--- config.mk ---
export PLATFORM = sky130hd
export DESIGN_NAME = link_health_mon
export DESIGN_NICKNAME = d
export VERILOG_FILES = /design/src/rtl/link_health_pkg.sv /design/src/rtl/lh_bit_sync.sv /design/src/rtl/lh_event_counter.sv /design/src/rtl/link_health_mon.sv
export SDC_FILE = /design/constraint.sdc
export NUM_CORES = 1
export LEC_CHECK = 0
export BUFFER_PORTS_ARGS = -buffer_cell sky130_fd_sc_hd__clkbuf_2
export CORE_MARGIN = 2
export CORE_UTILIZATION = 30
export CTS_BUF_LIST = sky130_fd_sc_hd__clkbuf_8 sky130_fd_sc_hd__clkbuf_16
export CTS_CLUSTER_DIAMETER = 200
export CTS_CLUSTER_SIZE = 25
export DETAILED_ROUTE_END_ITERATION = 6
export PLACE_DENSITY = 0.43
export SETUP_SLACK_MARGIN = 0.15
export SLEW_MARGIN = 20
export SYNTH_ARGS = -nofsm -noshare
export SYNTH_HDL_FRONTEND = slang
export SYNTH_HIERARCHICAL = 1
export SYNTH_SLANG_ARGS = --single-unit
--- constraint.sdc ---
create_clock -name clk -period 27.7 [get_ports clk]
set_clock_uncertainty 0.05 [all_clocks]
set_input_delay 1.385 -clock clk [delete_from_list [all_inputs] [get_ports clk]]
set_output_delay 1.385 -clock clk [all_outputs]
set_load 0.05 [all_outputs]
--- src/rtl/link_health_pkg.sv ---
package link_health_pkg;
  localparam int ADR_STATUS = 0;
  localparam int ADR_RESYNC = 1;
  localparam int ADR_PLL    = 2;
  localparam int ADR_MEMRST = 3;
  localparam int ADR_LANE0  = 16;
endpackage

--- src/rtl/lh_bit_sync.sv ---
module lh_bit_sync #(
  parameter int W = 1
) (
  input  logic         clk,
  input  logic         rst_n,
  input  logic [W-1:0] d_i,
  output logic [W-1:0] q_o
);
  logic [W-1:0] meta_q;
  logic [W-1:0] sync_q;

  always_ff @(posedge clk or negedge rst_n) begin
    if (!rst_n) begin
      meta_q <= '0;
      sync_q <= '0;
    end else begin
      meta_q <= d_i;
      sync_q <= meta_q;
    end
  end

  assign q_o = sync_q;
endmodule

--- src/rtl/lh_event_counter.sv ---
module lh_event_counter #(
  parameter int W = 16
) (
  input  logic         clk,
  input  logic         rst_n,
  input  logic         inc_i,
  input  logic         clr_i,
  output logic [W-1:0] cnt_o
);
  localparam logic [W-1:0] MAX_V = {W{1'b1}};
  localparam logic [W-1:0] ONE_V = {{(W-1){1'b0}}, 1'b1};

  logic [W-1:0] cnt_q;
  logic [W-1:0] cnt_d;
  logic         cnt_en;

  always_comb begin
    cnt_d  = cnt_q;
    cnt_en = inc_i | clr_i;
    if (clr_i) begin
      cnt_d = inc_i ? ONE_V : '0;
    end else if (inc_i && (cnt_q != MAX_V)) begin
      cnt_d = cnt_q + ONE_V;
    end
  end

  always_ff @(posedge clk or negedge rst_n) begin
    if (!rst_n) begin
      cnt_q <= '0;
    end else if (cnt_en) begin
      cnt_q <= cnt_d;
    end
  end

  assign cnt_o = cnt_q;

  a_r8_no_wrap: assert property (@(posedge clk) disable iff (!rst_n)
    (cnt_q == MAX_V && inc_i && !clr_i) |=> (cnt_q == MAX_V));
  a_r6_read_clears: assert property (@(posedge clk) disable iff (!rst_n)
    (clr_i && !inc_i) |=> (cnt_q == '0));
  a_r7_event_kept: assert property (@(posedge clk) disable iff (!rst_n)
    (clr_i && inc_i) |=> (cnt_q == ONE_V));
  a_r2_hold_idle: assert property (@(posedge clk) disable iff (!rst_n)
    (!clr_i && !inc_i) |=> $stable(cnt_q));
  a_r2_count_up: assert property (@(posedge clk) disable iff (!rst_n)
    (!clr_i && inc_i && cnt_q != MAX_V) |=> (cnt_q == $past(cnt_q) + ONE_V));
endmodule

--- src/rtl/link_health_mon.sv ---
module link_health_mon
  import link_health_pkg::*;
#(
  parameter int NUM_CORES      = 2,
  parameter int LANES_PER_CORE = 8,
  parameter int CNT_W          = 16,
  parameter int ADDR_W         = 5,
  parameter int DATA_W         = 32
) (
  input  logic                               clk,
  input  logic                               rst_ni,
  input  logic [NUM_CORES-1:0]               sysref_seen_i,
  input  logic [NUM_CORES-1:0]               link_sync_i,
  input  logic [NUM_CORES*LANES_PER_CORE-1:0] lane_err_i,
  input  logic                               pll_lock_i,
  input  logic                               mem_rst_i,
  input  logic                               rd_en_i,
  input  logic [ADDR_W-1:0]                  rd_addr_i,
  output logic [DATA_W-1:0]                  rd_data_o
);
  localparam int NUM_LANES = NUM_CORES * LANES_PER_CORE;
  localparam int IN_W      = 2 * NUM_CORES + NUM_LANES + 2;
  localparam int STAT_W    = NUM_CORES + 2;
  localparam logic [CNT_W-1:0] MAX_V = {CNT_W{1'b1}};

  // reset: asserted asynchronously, released on the clock
  logic rst_meta_q;
  logic rst_n;

  always_ff @(posedge clk or negedge rst_ni) begin
    if (!rst_ni) begin
      rst_meta_q <= 1'b0;
      rst_n      <= 1'b0;
    end else begin
      rst_meta_q <= 1'b1;
      rst_n      <= rst_meta_q;
    end
  end

  // all status inputs through one synchroniser bank
  logic [IN_W-1:0]      raw_in;
  logic [IN_W-1:0]      syn_in;
  logic [NUM_CORES-1:0] sysref_s;
  logic [NUM_CORES-1:0] sync_s;
  logic [NUM_LANES-1:0] lane_err_s;
  logic                 lock_s;
  logic                 memrst_s;

  assign raw_in = {mem_rst_i, pll_lock_i, lane_err_i, link_sync_i, sysref_seen_i};

  lh_bit_sync #(.W(IN_W)) u_sync (
    .clk   (clk),
    .rst_n (rst_n),
    .d_i   (raw_in),
    .q_o   (syn_in)
  );

  assign {memrst_s, lock_s, lane_err_s, sync_s, sysref_s} = syn_in;

  // edge detection
  logic sync_all_s;
  logic sync_all_q;
  logic lock_q;
  logic memrst_q;
  logic resync_ev;
  logic lockloss_ev;
  logic memrst_ev;

  assign sync_all_s = &sync_s;

  always_ff @(posedge clk or negedge rst_n) begin
    if (!rst_n) begin
      sync_all_q <= 1'b0;
      lock_q     <= 1'b0;
      memrst_q   <= 1'b0;
    end else begin
      sync_all_q <= sync_all_s;
      lock_q     <= lock_s;
      memrst_q   <= memrst_s;
    end
  end

  assign resync_ev   = sync_all_s & ~sync_all_q;
  assign lockloss_ev = ~lock_s & lock_q;
  assign memrst_ev   = ~memrst_s & memrst_q;

  // read decode into clear strobes
  logic                 clr_resync;
  logic                 clr_pll;
  logic                 clr_mem;
  logic [NUM_LANES-1:0] clr_lane;

  assign clr_resync = rd_en_i && (rd_addr_i == ADDR_W'(ADR_RESYNC));
  assign clr_pll    = rd_en_i && (rd_addr_i == ADDR_W'(ADR_PLL));
  assign clr_mem    = rd_en_i && (rd_addr_i == ADDR_W'(ADR_MEMRST));

  // counters
  logic [CNT_W-1:0] resync_cnt;
  logic [CNT_W-1:0] pll_cnt;
  logic [CNT_W-1:0] mem_cnt;
  logic [CNT_W-1:0] lane_cnt [NUM_LANES];

  lh_event_counter #(.W(CNT_W)) u_resync_cnt (
    .clk (clk), .rst_n (rst_n), .inc_i (resync_ev), .clr_i (clr_resync), .cnt_o (resync_cnt)
  );
  lh_event_counter #(.W(CNT_W)) u_pll_cnt (
    .clk (clk), .rst_n (rst_n), .inc_i (lockloss_ev), .clr_i (clr_pll), .cnt_o (pll_cnt)
  );
  lh_event_counter #(.W(CNT_W)) u_mem_cnt (
    .clk (clk), .rst_n (rst_n), .inc_i (memrst_ev), .clr_i (clr_mem), .cnt_o (mem_cnt)
  );

  for (genvar g = 0; g < NUM_LANES; g++) begin : g_lane
    assign clr_lane[g] = rd_en_i && (rd_addr_i == ADDR_W'(ADR_LANE0 + g));
    lh_event_counter #(.W(CNT_W)) u_lane_cnt (
      .clk   (clk),
      .rst_n (rst_n),
      .inc_i (lane_err_s[g]),
      .clr_i (clr_lane[g]),
      .cnt_o (lane_cnt[g])
    );
  end

  // live status word
  logic                 lanes_clean;
  logic [NUM_CORES-1:0] link_up;
  logic [STAT_W-1:0]    status_w;

  always_comb begin
    lanes_clean = 1'b1;
    for (int i = 0; i < NUM_LANES; i++) begin
      if (lane_cnt[i] != '0) lanes_clean = 1'b0;
    end
  end

  assign link_up  = sysref_s & sync_s;
  assign status_w = {lanes_clean, lock_s, link_up};

  // read mux and output register
  logic [DATA_W-1:0] rd_d;
  logic [DATA_W-1:0] rd_q;

  always_comb begin
    rd_d = '0;
    if (rd_addr_i == ADDR_W'(ADR_STATUS)) begin
      rd_d[STAT_W-1:0] = status_w;
    end else if (rd_addr_i == ADDR_W'(ADR_RESYNC)) begin
      rd_d[CNT_W-1:0] = resync_cnt;
    end else if (rd_addr_i == ADDR_W'(ADR_PLL)) begin
      rd_d[CNT_W-1:0] = pll_cnt;
      rd_d[CNT_W]     = lock_s;
    end else if (rd_addr_i == ADDR_W'(ADR_MEMRST)) begin
      rd_d[CNT_W-1:0] = mem_cnt;
    end else begin
      for (int i = 0; i < NUM_LANES; i++) begin
        if (rd_addr_i == ADDR_W'(ADR_LANE0 + i)) rd_d[CNT_W-1:0] = lane_cnt[i];
      end
    end
  end

  always_ff @(posedge clk or negedge rst_n) begin
    if (!rst_n) begin
      rd_q <= '0;
    end else if (rd_en_i) begin
      rd_q <= rd_d;
    end
  end

  assign rd_data_o = rd_q;

  a_r3_resync_counted: assert property (@(posedge clk) disable iff (!rst_n)
    (sync_all_s && !sync_all_q && !clr_resync && resync_cnt != MAX_V) |=> (resync_cnt != '0));
  a_r4_drop_counted: assert property (@(posedge clk) disable iff (!rst_n)
    (lock_q && !lock_s && !clr_pll && pll_cnt != MAX_V) |=> (pll_cnt != '0));
  a_r5_memrst_counted: assert property (@(posedge clk) disable iff (!rst_n)
    (memrst_q && !memrst_s && !clr_mem && mem_cnt != MAX_V) |=> (mem_cnt != '0));
  a_r3_single_core_quiet: assert property (@(posedge clk) disable iff (!rst_n)
    (!sync_all_s && !clr_resync) |=> $stable(resync_cnt));
endmodule

Word level (Yosys, flattened, before mapping)
Cells that the tools add are included.
{"block": "totals", "output_inout_bits": 32, "regBits": 370}
{"block": "classes", "reduce_logical": 94, "n_eq_ne": 38, "bitwise_logic": 26, "add_sub_neg": 19, "muxes": 96}
{"op": "2-to-1 mux 16 bit", "n": 57}
{"op": "adder 16 x 1 -> 16 bit (second input constant)", "n": 19}
{"op": "inequality test 16 bit (second input constant)", "n": 19}
{"op": "nonzero test 16 bit", "n": 16}
{"op": "equality test 5 bit (second input constant)", "n": 16}
{"op": "AND reduction 2 bit", "n": 20}
{"op": "logical AND 1 bit", "n": 38}
{"op": "nonzero test 2 bit", "n": 19}
{"op": "2-to-1 mux 1 bit", "n": 37}
{"op": "bitwise OR 1 bit", "n": 19}
{"op": "2-to-1 mux 13 bit", "n": 1}
{"op": "equality test 5 x 2 -> 1 bit (second input constant)", "n": 2}
{"op": "equality test 5 x 1 -> 1 bit (second input constant)", "n": 1}
{"op": "logical NOT 5 bit", "n": 1}
{"op": "2-to-1 mux 4 bit", "n": 1}
{"op": "bitwise AND 1 bit", "n": 3}
{"op": "inverter 1 bit", "n": 3}
{"op": "bitwise AND 2 bit", "n": 1}

Depth between registers and ports, before layout
Gate-level depths: netlist of the first run.
{"block": "depth", "ltp_word": 21, "depth_mapped": 11, "ltp_nobuf": 6}

By module
Netlist of the first run, hierarchy kept.
{"module": "lh_event_counter (g_lane[0].u_lane_cnt ...)", "seq_area_each_um2": 400.4, "area_per_inst_um2": 903.4, "cells_each": 98, "n_inst": 17}
{"module": "link_health_mon", "seq_area_each_um2": 550.5, "area_per_inst_um2": 5018.6, "cells_each": 721, "n_inst": 1}
{"module": "lh_bit_sync", "seq_area_each_um2": 1101.1, "area_per_inst_um2": 1101.1, "cells_each": 44, "n_inst": 1}
{"module": "lh_event_counter (u_resync_cnt)", "seq_area_each_um2": 400.4, "area_per_inst_um2": 997.2, "cells_each": 93, "n_inst": 1}
{"module": "lh_event_counter (g_lane[5].u_lane_cnt)", "seq_area_each_um2": 400.4, "area_per_inst_um2": 932.1, "cells_each": 97, "n_inst": 1}

Worst setup path after synthesis of the first run
Ideal clock, no wire load.
{"block": "synth_path", "path_type": "input -> register", "startpoint": "input port rd_addr_i[2]", "endpoint": "register u_pll_cnt.cnt_q[8] (netlist: u_pll_cnt/cnt_o[8])", "path_slack_ps": 24519, "path_stages": 8, "path_buffers": 5, "t_arrival_ps": 2994, "cell_sequence": "or3_1 -> clkbuf_1 -> buf_2 -> buf_2 -> nor2_1 -> buf_1 -> clkbuf_1 -> a211oi_1"}
{"block": "synth_via", "elab_chain_len": 4}
{"item": "start, declared", "line_no": "link_health_mon.sv:18", "source": "input logic [ADDR_W-1:0] rd_addr_i,"}
{"item": "equality test 5 x 2 -> 1 bit *", "line_no": "link_health_mon.sv:94", "source": "assign clr_pll = rd_en_i && (rd_addr_i == ADDR_W'(ADR_PLL));"}
{"item": "logical AND 1 bit *", "line_no": "link_health_mon.sv:94"}
{"item": "via clr_pll", "line_no": "link_health_mon.sv:89", "source": "logic clr_pll;"}
{"item": "nonzero test 2 bit (no source line) / bitwise OR 1 bit (equally long branches)"}
{"item": "AND reduction 2 bit (no source line)"}
{"item": "end signal, assigned", "line_no": "lh_event_counter.sv:31", "source": "cnt_q <= cnt_d;"}
{"item": "end, declared", "line_no": "lh_event_counter.sv:13", "source": "logic [W-1:0] cnt_q;"}
The timed path passes the listed nets; every way through them passes the cells marked *.
A chain may end at the register's enable or synchronous reset.

Worst setup path in the final report of the first run
{"block": "layout_path", "startpoint": "input port rd_addr_i[1]", "endpoint": "register rd_q[9] (netlist: rd_data_o[9])"}
{"block": "layout_via", "elab_chain_len": 21}
{"item": "equality test 5 bit", "line_no": "link_health_mon.sv:156", "source": "if (rd_addr_i == ADDR_W'(ADR_LANE0 + i)) rd_d[CNT_W-1:0] = lane_cnt[i];"}
{"item": "2-to-1 mux 16 bit (16 in a row)", "line_no": "link_health_mon.sv:156"}
{"item": "2-to-1 mux 16 bit", "line_no": "link_health_mon.sv:152", "source": "end else if (rd_addr_i == ADDR_W'(ADR_MEMRST)) begin"}
{"item": "2-to-1 mux 16 bit", "line_no": "link_health_mon.sv:149", "source": "end else if (rd_addr_i == ADDR_W'(ADR_PLL)) begin"}
{"item": "2-to-1 mux 16 bit", "line_no": "link_health_mon.sv:147", "source": "end else if (rd_addr_i == ADDR_W'(ADR_RESYNC)) begin"}
{"item": "2-to-1 mux 13 bit *", "line_no": "link_health_mon.sv:145", "source": "if (rd_addr_i == ADDR_W'(ADR_STATUS)) begin"}
{"item": "end signal, assigned", "line_no": "link_health_mon.sv:165", "source": "rd_q <= rd_d;"}
{"item": "end, declared", "line_no": "link_health_mon.sv:141", "source": "logic [DATA_W-1:0] rd_q;"}
Every way passes the cells marked *; elsewhere a longest branch is shown, timed or not.

==> results of run 1 <==
flip-flops by register name (all words and copies together), names as in the netlist:
name / flops
u_resync_cnt/cnt_o: 16
lock_q: 1
sync_all_q: 1
u_pll_cnt/cnt_o: 16
rd_data_o: 17
g_lane.u_lane_cnt/cnt_o: 256
memrst_q: 1
rst_n: 1
u_mem_cnt/cnt_o: 16
u_sync/q_o: 22
u_sync/meta_q: 22
rst_meta_q: 1
layout by cell type, fill, tap and decap left out, drive strengths merged, types with 27 or more instances in the layout:
cell type | netlist | layout
nor2 | 161 | 161
or4 | 127 | 127
buf | 118 | 49
o21ai | 122 | 122
clkbuf | 51 | 63
mux2 | 29 | 29
a21oi | 266 | 266
a211oi | 27 | 27
nor3 | 75 | 75
nor4 | 91 | 91
inv | 64 | 65
nand3 | 103 | 103
dfrtp | 370 | 370
o31ai | 113 | 113
mux2i | 34 | 34
nand4 | 142 | 142
a31oi | 47 | 47
nor2b | 37 | 37
or3 | 58 | 58
nand2 | 229 | 229
layer usage:
metal | up-vias | track usage [%] | wire [µm]
met5 | - | 0 | 72
met1 | 11540 | 32.4 | 42000
li1 | 10051 | - | -
met3 | 183 | 4.53 | 7900
met2 | 951 | 38.4 | 45700
met4 | 10 | 9.11 | 4350
area by class of cell:
| cell class | instances | area [µm²] | share of cell area [%] |
|---|---|---|---|
| Clock inverter | 2 | 11.3 | 0.0452 |
| Clock buffer | 19 | 475 | 1.91 |
| Timing Repair Buffer | 93 | 608 | 2.44 |
| Multi-Input combinational cell | 2031 | 13000 | 52.2 |
| Antenna cell | 1 | 2.50 | 0.0100 |
| Tap cell | 1040 | 1300 | 5.22 |
| Sequential cell | 370 | 9260 | 37.2 |
| Inverter | 64 | 240 | 0.964 |
worst paths after layout:
path	depth (start not counted)	slack, ps	start	to
worst min-delay path	0	190	rst_n	u_sync/meta_q[9]
min in group clk	0	310	u_sync/meta_q[1]	u_sync/q_o[1]
worst max register to register	3	24580	rst_n	g_lane[10].u_lane_cnt/cnt_o[11]
worst min register to register	0	190	rst_n	u_sync/meta_q[9]
max in group asynchronous	3	24580	rst_n	g_lane[10].u_lane_cnt/cnt_o[11]
worst max-delay path	8	23820	rd_addr_i[1]	rd_data_o[9]
through the flow:
step                hold WS, ps  worst slack (ps)
finish                      189             23820
global route                225             23770
CTS                         313             23610
detailed placement          286             23010
global placement            282             23110
floorplan                   281             16570
logic make-up (layout without fill, tap and decap cells):
logic type      after synthesis  after routing  synth area share (%)
compound gates              774            774                  21.3
buf+inv                     234            178                  5.13
flops                       370            370                  39.6
other cells                   2             17                0.0321
mux                          71             71                  3.64
simple gates               1149           1149                  29.2
fa+ha+maj                    19             19                  1.02
xor+xnor                      2              2                0.0749
critical path, stage by stage:
cell      delay, ps
buf_4           350
buf_4           680
or2_0           660
o221ai_1        210
a21oi_1         340
o221ai_1        190
a21oi_1         330
o31a_1          160
power by group:
| part | switching [mW] | total [mW] | internal (mW) |
|---|---|---|---|
| sequential | 0.438 | 1.12 | 0.682 |
| combinational | 0.286 | 0.486 | 0.200 |
| clock | 0.194 | 0.318 | 0.124 |
==> results.ini, run 1 <==
[outcome]
status = finished with violations
failed_checks = DRC

[worst_setup_path]
worstPathArrival_ps = 4350
required_ps = 28170
endpoint_kind = register
path_class = primary input to register
crit_fanout = 59
crit_path_start_kind = primary input

[cts]
clkTransAtPathRegs_ps = 110
cts_max_path_buffers = 3
cts.sinks = 370
cts_setup_buffers = 0
h-tree-depth = 1
cts_resized = 0
cts-hold-fix-buffers = 0
cts_inserted_buffers = 18
cts_tree = done
root_buffer = clkbuf_16
insertion_delay_ps = 570

[timing]
worstMarginPinSlew_ps = 1100
hold_viol = 0
finalCritPeriodShare_pct = 14.0
setup_viol = 0
rsz0062_at_grt = false
fmax_mhz = 258
timing.final.crit_period_ps = 3880
setup-tns-final_ps = 0
relSlewSlack_pct = 26.0
slew_violations = 0

[placed_design]
place_area_um2 = 24400
place_inst = 3597
dpl.hpwl_um = 74300
gp_congestion = 1.02
port_buffers = 46

[die]
die_area_um2 = 80300
rows = 102
start_util_pct = 30.3
pin_count = 62
die_x_um = 283
core_area_um2 = 77300
dieHeight_um = 283

[logic_synthesis]
synthTopCellsByCount = dfrtp_1, a21oi_1, nand2_1
ys_seq_area_share_pct = 39.6
yosysTopAreaCellShare_pct = 39.6
postSynthCellCount = 2621
async_flop_share_pct = 100
netlist_area_um2 = 23400
yosysWarnings = 6
synth_edf_count = 0
synthFlopType = dfrtp_1
synth.most_common_cell = dfrtp_1
synth_area_leader_cell = dfrtp_1
synth_area_leaders = dfrtp_1, a21oi_1, nand2_1
yosys.cell_types.count = 96
synth.avg_cell_area_um2 = 8.93
yosys_register_bits = 370

[final_layout]
fin_cells = 3620
final_nets = 2627
fillers = 8157
final_core_util_pct = 32.2
drive_above_1_share_pct = 9.89
final_cell_area_um2 = 24900
area_delta_synth_final_pct = 6.43

[route]
vias = 22735
drcViolationCount = 1
first_pass_iters = 7
drtAntennaViolNets = 0
avgViaCountPerCell = 6.28
routedWlPerCell_um = 27.6
totalWireLength_um = 100000
drt_iter0_drc = 2609

[global_route]
grt_pass1_wl_um = 148000
gr-total-overflow = 0
antenna_found_initial = 5
grt_usage_pct = 24.1
grt_max_degree = 73
grt_pass1_vias = 21343

[power_and_ir_drop]
finalPower_mw = 1.92
vdd_drop_max_uv = 39.3
p_per_area_nw_per_um2 = 77.3
p_leak_nw = 9.02

[min_path]
min_path_type = register to asynchronous set/reset pin

[run]
cap_violations = 0

No activity file was read; power rests on OpenSTA's default activity.
==> inputs of run 2 (changes only) <==
--- a/config.mk
+++ b/config.mk
@@ -12,7 +12,7 @@
 export CTS_CLUSTER_DIAMETER = 200
 export CTS_CLUSTER_SIZE = 25
 export DETAILED_ROUTE_END_ITERATION = 6
-export PLACE_DENSITY = 0.43
+export PLACE_DENSITY = 0.45
 export SETUP_SLACK_MARGIN = 0.15
 export SLEW_MARGIN = 20
 export SYNTH_ARGS = -nofsm -noshare
==> constraint.sdc (replaced) <==
create_clock -name clk -period 3.1 [get_ports clk]
set_clock_uncertainty 0.05 [all_clocks]
set_input_delay 0.155 -clock clk [delete_from_list [all_inputs] [get_ports clk]]
set_output_delay 0.155 -clock clk [all_outputs]
set_load 0.05 [all_outputs]
==> results.ini, run 2 (synthesis results as in run 1) <==
[outcome]
status = finished, final reports clean  ; was finished with violations

[die]
die_x_um = 283  ; unchanged
rows = 102  ; unchanged
start_util_pct = 30.3  ; unchanged
core_area_um2 = 77300  ; unchanged
dieHeight_um = 283  ; unchanged
pin_count = 62  ; unchanged
die_area_um2 = 80300  ; unchanged

[global_route]
gr-total-overflow = 0  ; unchanged
grt_pass1_wl_um = 158000  ; was 148000 µm
antenna_found_initial = 5  ; unchanged
grt_max_degree = 61  ; was 73
grt_pass1_vias = 22321  ; was 21343
grt_usage_pct = 26.3  ; was 24.1%

[final_layout]
final_cell_area_um2 = 26300  ; was 24900 µm²
final-seq-area_um2 = 9260  ; unchanged
final_common_cell = dfrtp_1  ; unchanged
final_core_util_pct = 34.0  ; was 32.2%
fillers = 8134  ; was 8157
multiInputGateArea_um2 = 13000  ; about the same
area_delta_synth_final_pct = 12.5  ; was 6.43%
largest_reg_flops = 256  ; unchanged
final_nets = 2802  ; was 2627
mostFrequentLayoutCells = dfrtp_1, a21oi_1, nand2_1  ; unchanged
drive_above_1_share_pct = 14.7  ; was 9.89%

[min_path]
min_path_type = primary input to register  ; was register to asynchronous set/reset pin

[worst_setup_path]
crit_family = simple AND/OR/NAND/NOR gates  ; was compound AO/OA/AOI/OAI gates
cpMaxStageDelayCell = dfrtp_1  ; was buf_4
crit_path_start_kind = register  ; was primary input
critical_path_buf_inv_count = 1  ; was 2
endpoint_kind = register  ; unchanged
path_class = register to register  ; was primary input to register
path_common_cell = nor4_1
required_ps = 3590  ; was 28170 ps
cp_cell_sequence = nor4_1, nand4_1, or4_1, nor4_1, buf_4, a32oi_1, o21ai_1  ; was buf_4, buf_4, or2_0, o221ai_1, a21oi_1, o221ai_1, a21oi_1, o31a_1
worstPathArrival_ps = 3410  ; was 4350 ps
max_stage_delay_ps = 580  ; was 680 ps
crit_fanout = 6  ; was 59

[timing]
hold_viol = 0  ; unchanged
fmax_mhz = 342
timing.final.crit_period_ps = 2920
setup_viol = 0  ; unchanged
fin_hold_ws_ps = 157  ; was 189 ps
relSlewSlack_pct = 39.9  ; was 26.0%
finalCritPeriodShare_pct = 94.3
worst_slack_ps = 177  ; was 23820 ps
worstMarginPinSlew_ps = 893  ; was 1100 ps
slew_violations = 0  ; unchanged
rsz0062_at_grt = false  ; unchanged
setup-tns-final_ps = 0  ; unchanged

[route]
drcViolationCount = 0  ; was 1
first_pass_iters = 6  ; was 7
avgViaCountPerCell = 6.14  ; was 6.28
vias = 23320  ; was 22735
drtAntennaViolNets = 0  ; unchanged
drt_iter0_drc = 2453  ; was 2609
totalWireLength_um = 108000  ; was 100000 µm
routedWlPerCell_um = 28.4  ; was 27.6 µm

[cts]
cts_max_path_buffers = 3  ; unchanged
insertion_delay_ps = 600  ; was 570 ps
cts.sinks = 370  ; unchanged
cts_inserted_buffers = 18  ; unchanged
root_buffer = clkbuf_16  ; unchanged
cts_tree = done  ; unchanged
h-tree-depth = 1  ; unchanged
cts_setup_buffers = 0  ; unchanged
clkTransAtPathRegs_ps = 130  ; was 110 ps

[placed_design]
dp_slack_ps = 164  ; was 23010 ps
port_buffers = 46  ; unchanged
dpl.hpwl_um = 83800  ; was 74300 µm
gp_congestion = 0.986  ; was 1.02
place_area_um2 = 25600  ; was 24400 µm²

[power_and_ir_drop]
vdd_drop_max_uv = 339  ; was 39.3 µV
p_leak_nw = 9.89  ; was 9.02 nW
p_per_area_nw_per_um2 = 690  ; was 77.3 nW/µm²

[run]
cap_violations = 0  ; unchanged

## run 2: worst register-to-register path, cell delays in order (launching register included)
cell	delay [ps]
dfrtp_1	580
nor4_1	500
nand4_1	340
or4_1	560
nor4_1	400
buf_4	190
a32oi_1	110
o21ai_1	130
## run 2: area by class of cell
type                            count  area share (%)
Sequential cell                   370            35.2
Antenna cell                        1         0.00950
Clock buffer                       19            1.81
Multi-Input combinational cell   2031            49.4
Clock inverter                      2          0.0428
Inverter                           64           0.912
Timing Repair Buffer              268            7.69
Tap cell                         1040            4.94
## run 2: per-stage QoR
step,power [mW],cells
after floorplan,11.2,2635
after global placement,15.1,3749
after detailed placement,15.2,3749
after CTS,18.2,3794
after global routing,19.1,3794
final,18.2,3795
## run 2: path summary, 6_finish.rpt
path | start | end | slack, ps | cells past startpoint
min in group asynchronous | rst_n | u_sync/meta_q[8] | 320 | 0
max in group asynchronous | rst_n | g_lane[15].u_lane_cnt/cnt_o[7] | 1610 | 1
hold reg to reg | u_sync/meta_q[10] | u_sync/q_o[10] | 310 | 0
hold / removal | lane_err_i[11] | u_sync/meta_q[15] | 160 | 2
setup reg to reg | g_lane[12].u_lane_cnt/cnt_o[5] | rd_data_o[3] | 180 | 7
setup / recovery | g_lane[12].u_lane_cnt/cnt_o[5] | rd_data_o[3] | 180 | 7
## run 2: power breakdown
| part | leakage, nW | total (mW) | internal (mW) | switching (mW) |
|---|---|---|---|---|
| Sequential | 4.47 | 9.45 | 6.11 | 3.34 |
| Combinational | 5.18 | 5.88 | 2.34 | 3.53 |
| Clock | 0.240 | 2.84 | 1.11 | 1.73 |
## run 2: timing repair
item / 4_1_cts / 5_1_grt
hold endpoints to repair: 24 / 0
endpoints found under the setup margin: 1 / 0
hold buffers: 24 / 0
gates resized for setup: 1 / 0
## run 2: per-layer routing
metal	routed length (µm)	global-route usage, %	part of all wire [%]
met4	5910	12.2	5.5
met2	49200	42.1	46
met5	60	0	0.056
met3	6350	3.42	5.9
met1	46400	35.1	43
==> inputs of run 3 (changes only) <==
--- a/config.mk
+++ b/config.mk
@@ -6,6 +6,7 @@
 export NUM_CORES = 1
 export LEC_CHECK = 0
 export BUFFER_PORTS_ARGS = -buffer_cell sky130_fd_sc_hd__clkbuf_2
+export CORE_ASPECT_RATIO = 1.2
 export CORE_MARGIN = 2
 export CORE_UTILIZATION = 30
 export CTS_BUF_LIST = sky130_fd_sc_hd__clkbuf_8 sky130_fd_sc_hd__clkbuf_16
@@ -13,7 +14,7 @@
 export CTS_CLUSTER_SIZE = 25
 export DETAILED_ROUTE_END_ITERATION = 6
 export PLACE_DENSITY = 0.45
-export SETUP_SLACK_MARGIN = 0.15
+export SETUP_SLACK_MARGIN = 0.4
 export SLEW_MARGIN = 20
 export SYNTH_ARGS = -nofsm -noshare
 export SYNTH_HDL_FRONTEND = slang
==> results.ini, run 3 (synthesis results as in run 1) <==
[cts]
cts.sinks = 370  ; unchanged
h-tree-depth = 1  ; unchanged
cts_max_path_buffers = 3  ; unchanged
cts_tree = done  ; unchanged
clkTransAtPathRegs_ps = 130  ; about the same
cts_inserted_buffers = 18  ; unchanged
root_buffer = clkbuf_16  ; unchanged
cts_setup_buffers = 0  ; unchanged
insertion_delay_ps = 580  ; was 600 ps

[worst_setup_path]
endpoint_kind = register  ; unchanged
crit_fanout = 2  ; was 6
crit_path_start_kind = register  ; unchanged
r2r.worst_path.cells = 6  ; was 7
required_ps = 3580  ; was 3590 ps
path_class = register to register  ; unchanged
worstPathArrival_ps = 3040  ; was 3410 ps

[run]
cap_violations = 0  ; unchanged

[die]
die_area_um2 = 80300  ; about the same
die_x_um = 259  ; was 283 µm
dieHeight_um = 310  ; was 283 µm
pin_count = 62  ; unchanged
rows = 112  ; was 102
start_util_pct = 30.2  ; was 30.3%
core_area_um2 = 77500  ; was 77300 µm²

[final_layout]
final_common_cell = dfrtp_1  ; unchanged
drive_above_1_share_pct = 14.5  ; was 14.7%
mostFrequentLayoutCells = dfrtp_1, a21oi_1, nand2_1  ; unchanged
antenna_cells = 0  ; was 1
largest_reg_flops = 256  ; unchanged
final_nets = 2789  ; was 2802
fillers = 8038  ; was 8134
area_delta_synth_final_pct = 12.1  ; was 12.5%
final_core_util_pct = 33.9  ; was 34.0%

[power_and_ir_drop]
finalPower_mw = 18.0  ; was 18.2 mW
p_per_area_nw_per_um2 = 685  ; was 690 nW/µm²
p_leak_nw = 9.83  ; was 9.89 nW
vdd_drop_max_uv = 282  ; was 339 µV

[route]
avgViaCountPerCell = 6.14  ; about the same
first_pass_iters = 5  ; was 6
routedWlPerCell_um = 28.2  ; was 28.4 µm
drcViolationCount = 0  ; unchanged
vias = 23140  ; was 23320
drtAntennaViolNets = 0  ; unchanged
totalWireLength_um = 106000  ; was 108000 µm
drt_iter0_drc = 2440  ; was 2453

[timing]
relSlewSlack_pct = 43.2  ; was 39.9%
slew_violations = 0  ; unchanged
setup_viol = 0  ; unchanged
fmax_mhz = 389  ; was 342 MHz
worstMarginPinSlew_ps = 846  ; was 893 ps
setup-tns-final_ps = 0  ; unchanged
finalCritPeriodShare_pct = 82.8  ; was 94.3%
hold_viol = 0  ; unchanged
timing.final.crit_period_ps = 2570  ; was 2920 ps
rsz0062_at_grt = false  ; unchanged

[global_route]
top_usage_layer = met2  ; unchanged
grt_pass1_wl_um = 156000  ; was 158000 µm
gr-usage-met1_pct = 32.1  ; was 35.1%
use_met2_pct = 44.0  ; was 42.1%
use_met3_pct = 3.25  ; was 3.42%
grt_usage_pct = 26.1  ; was 26.3%
gr-total-overflow = 0  ; unchanged
grt_pass1_vias = 22288  ; was 22321
antenna_found_initial = 1  ; was 5
grt_max_degree = 108  ; was 61

[min_path]
min_path_type = primary input to register  ; unchanged
hold_depth = 2  ; unchanged

[placed_design]
dpl.hpwl_um = 82500  ; was 83800 µm
port_buffers = 46  ; unchanged
gp_congestion = 1.07  ; was 0.986

[outcome]
status = finished, final reports clean  ; unchanged

## run 3: changes by cell type in the layout (fill, tap and decap cells not counted)
cell,delta
a21oi_1,-1
nor3_2,+1
buf_4,-14
nor4_2,+2
nor4_1,-2
dfrtp_1,-1
diode_2,-1
a21oi_2,+1
nor3_1,-1
buf_12,+1
dfrtp_2,+1
## run 3: worst max-delay path: stages, from the launching register on
cell and delay [ps]:
dfrtp_1 480, nor4_2 440, nand4_1 310, or4_1 550, nor4_1 410, a32oi_1 180, o21ai_1 100
## run 3: cell type report
cell class                      count  area [µm²]  area share (%)
Multi-Input combinational cell   2031       13000            49.7
Clock inverter                      2        11.3          0.0429
Clock buffer                       19         475            1.81
Sequential cell                   370        9260            35.3
Inverter                           64         240           0.915
Tap cell                         1026        1280            4.89
Timing Repair Buffer              255        1940            7.39
## run 3: final timing paths
path                            slack (ps)                        endpoint                          start
worst max register to register         530                    rd_data_o[3]  g_lane[5].u_lane_cnt/cnt_o[4]
min in group asynchronous              150   g_lane[3].u_lane_cnt/cnt_o[9]                          rst_n
worst max-delay path                   530                    rd_data_o[3]  g_lane[5].u_lane_cnt/cnt_o[4]
worst min-delay path                    80                    rd_data_o[4]                        rd_en_i
max in group asynchronous             1800  g_lane[11].u_lane_cnt/cnt_o[1]                          rst_n
worst min register to register         150   g_lane[3].u_lane_cnt/cnt_o[9]                          rst_n
## run 3: per-stage QoR
step	worst slack [ps]	cell area, µm²	std cells	hold slack [ps]
6_report	532	26200	3767	81.3
3_3_place_gp	284	25500	3722	-108
5_1_grt	415	26200	3767	55.2
3_5_place_dp	267	25500	3722	-106
2_1_floorplan	-597	23500	2635	-191
4_1_cts	434	26200	3767	40.0
## run 3: layer usage
layer  part of all wire [%]  routed length [µm]
met5                  0.011                  12
met4                    6.7                7110
met3                    5.3                5640
met2                     48               50900
met1                     40               42800
## run 3: power by group
| group | switching (mW) | internal [mW] |
|---|---|---|
| logic | 3.48 | 2.30 |
| clock network | 1.74 | 1.11 |
| registers | 3.25 | 6.11 |
| total | 8.46 | 9.52 |
## run 3: what timing repair did
action / CTS / global route
cloned: 0 / 0
endpoints found under the hold margin: 24 / 0
resized for setup: 3 / 2
pin swaps: 0 / 1
endpoints found under the setup margin: 2 / 2
hold buffers: 24 / 0
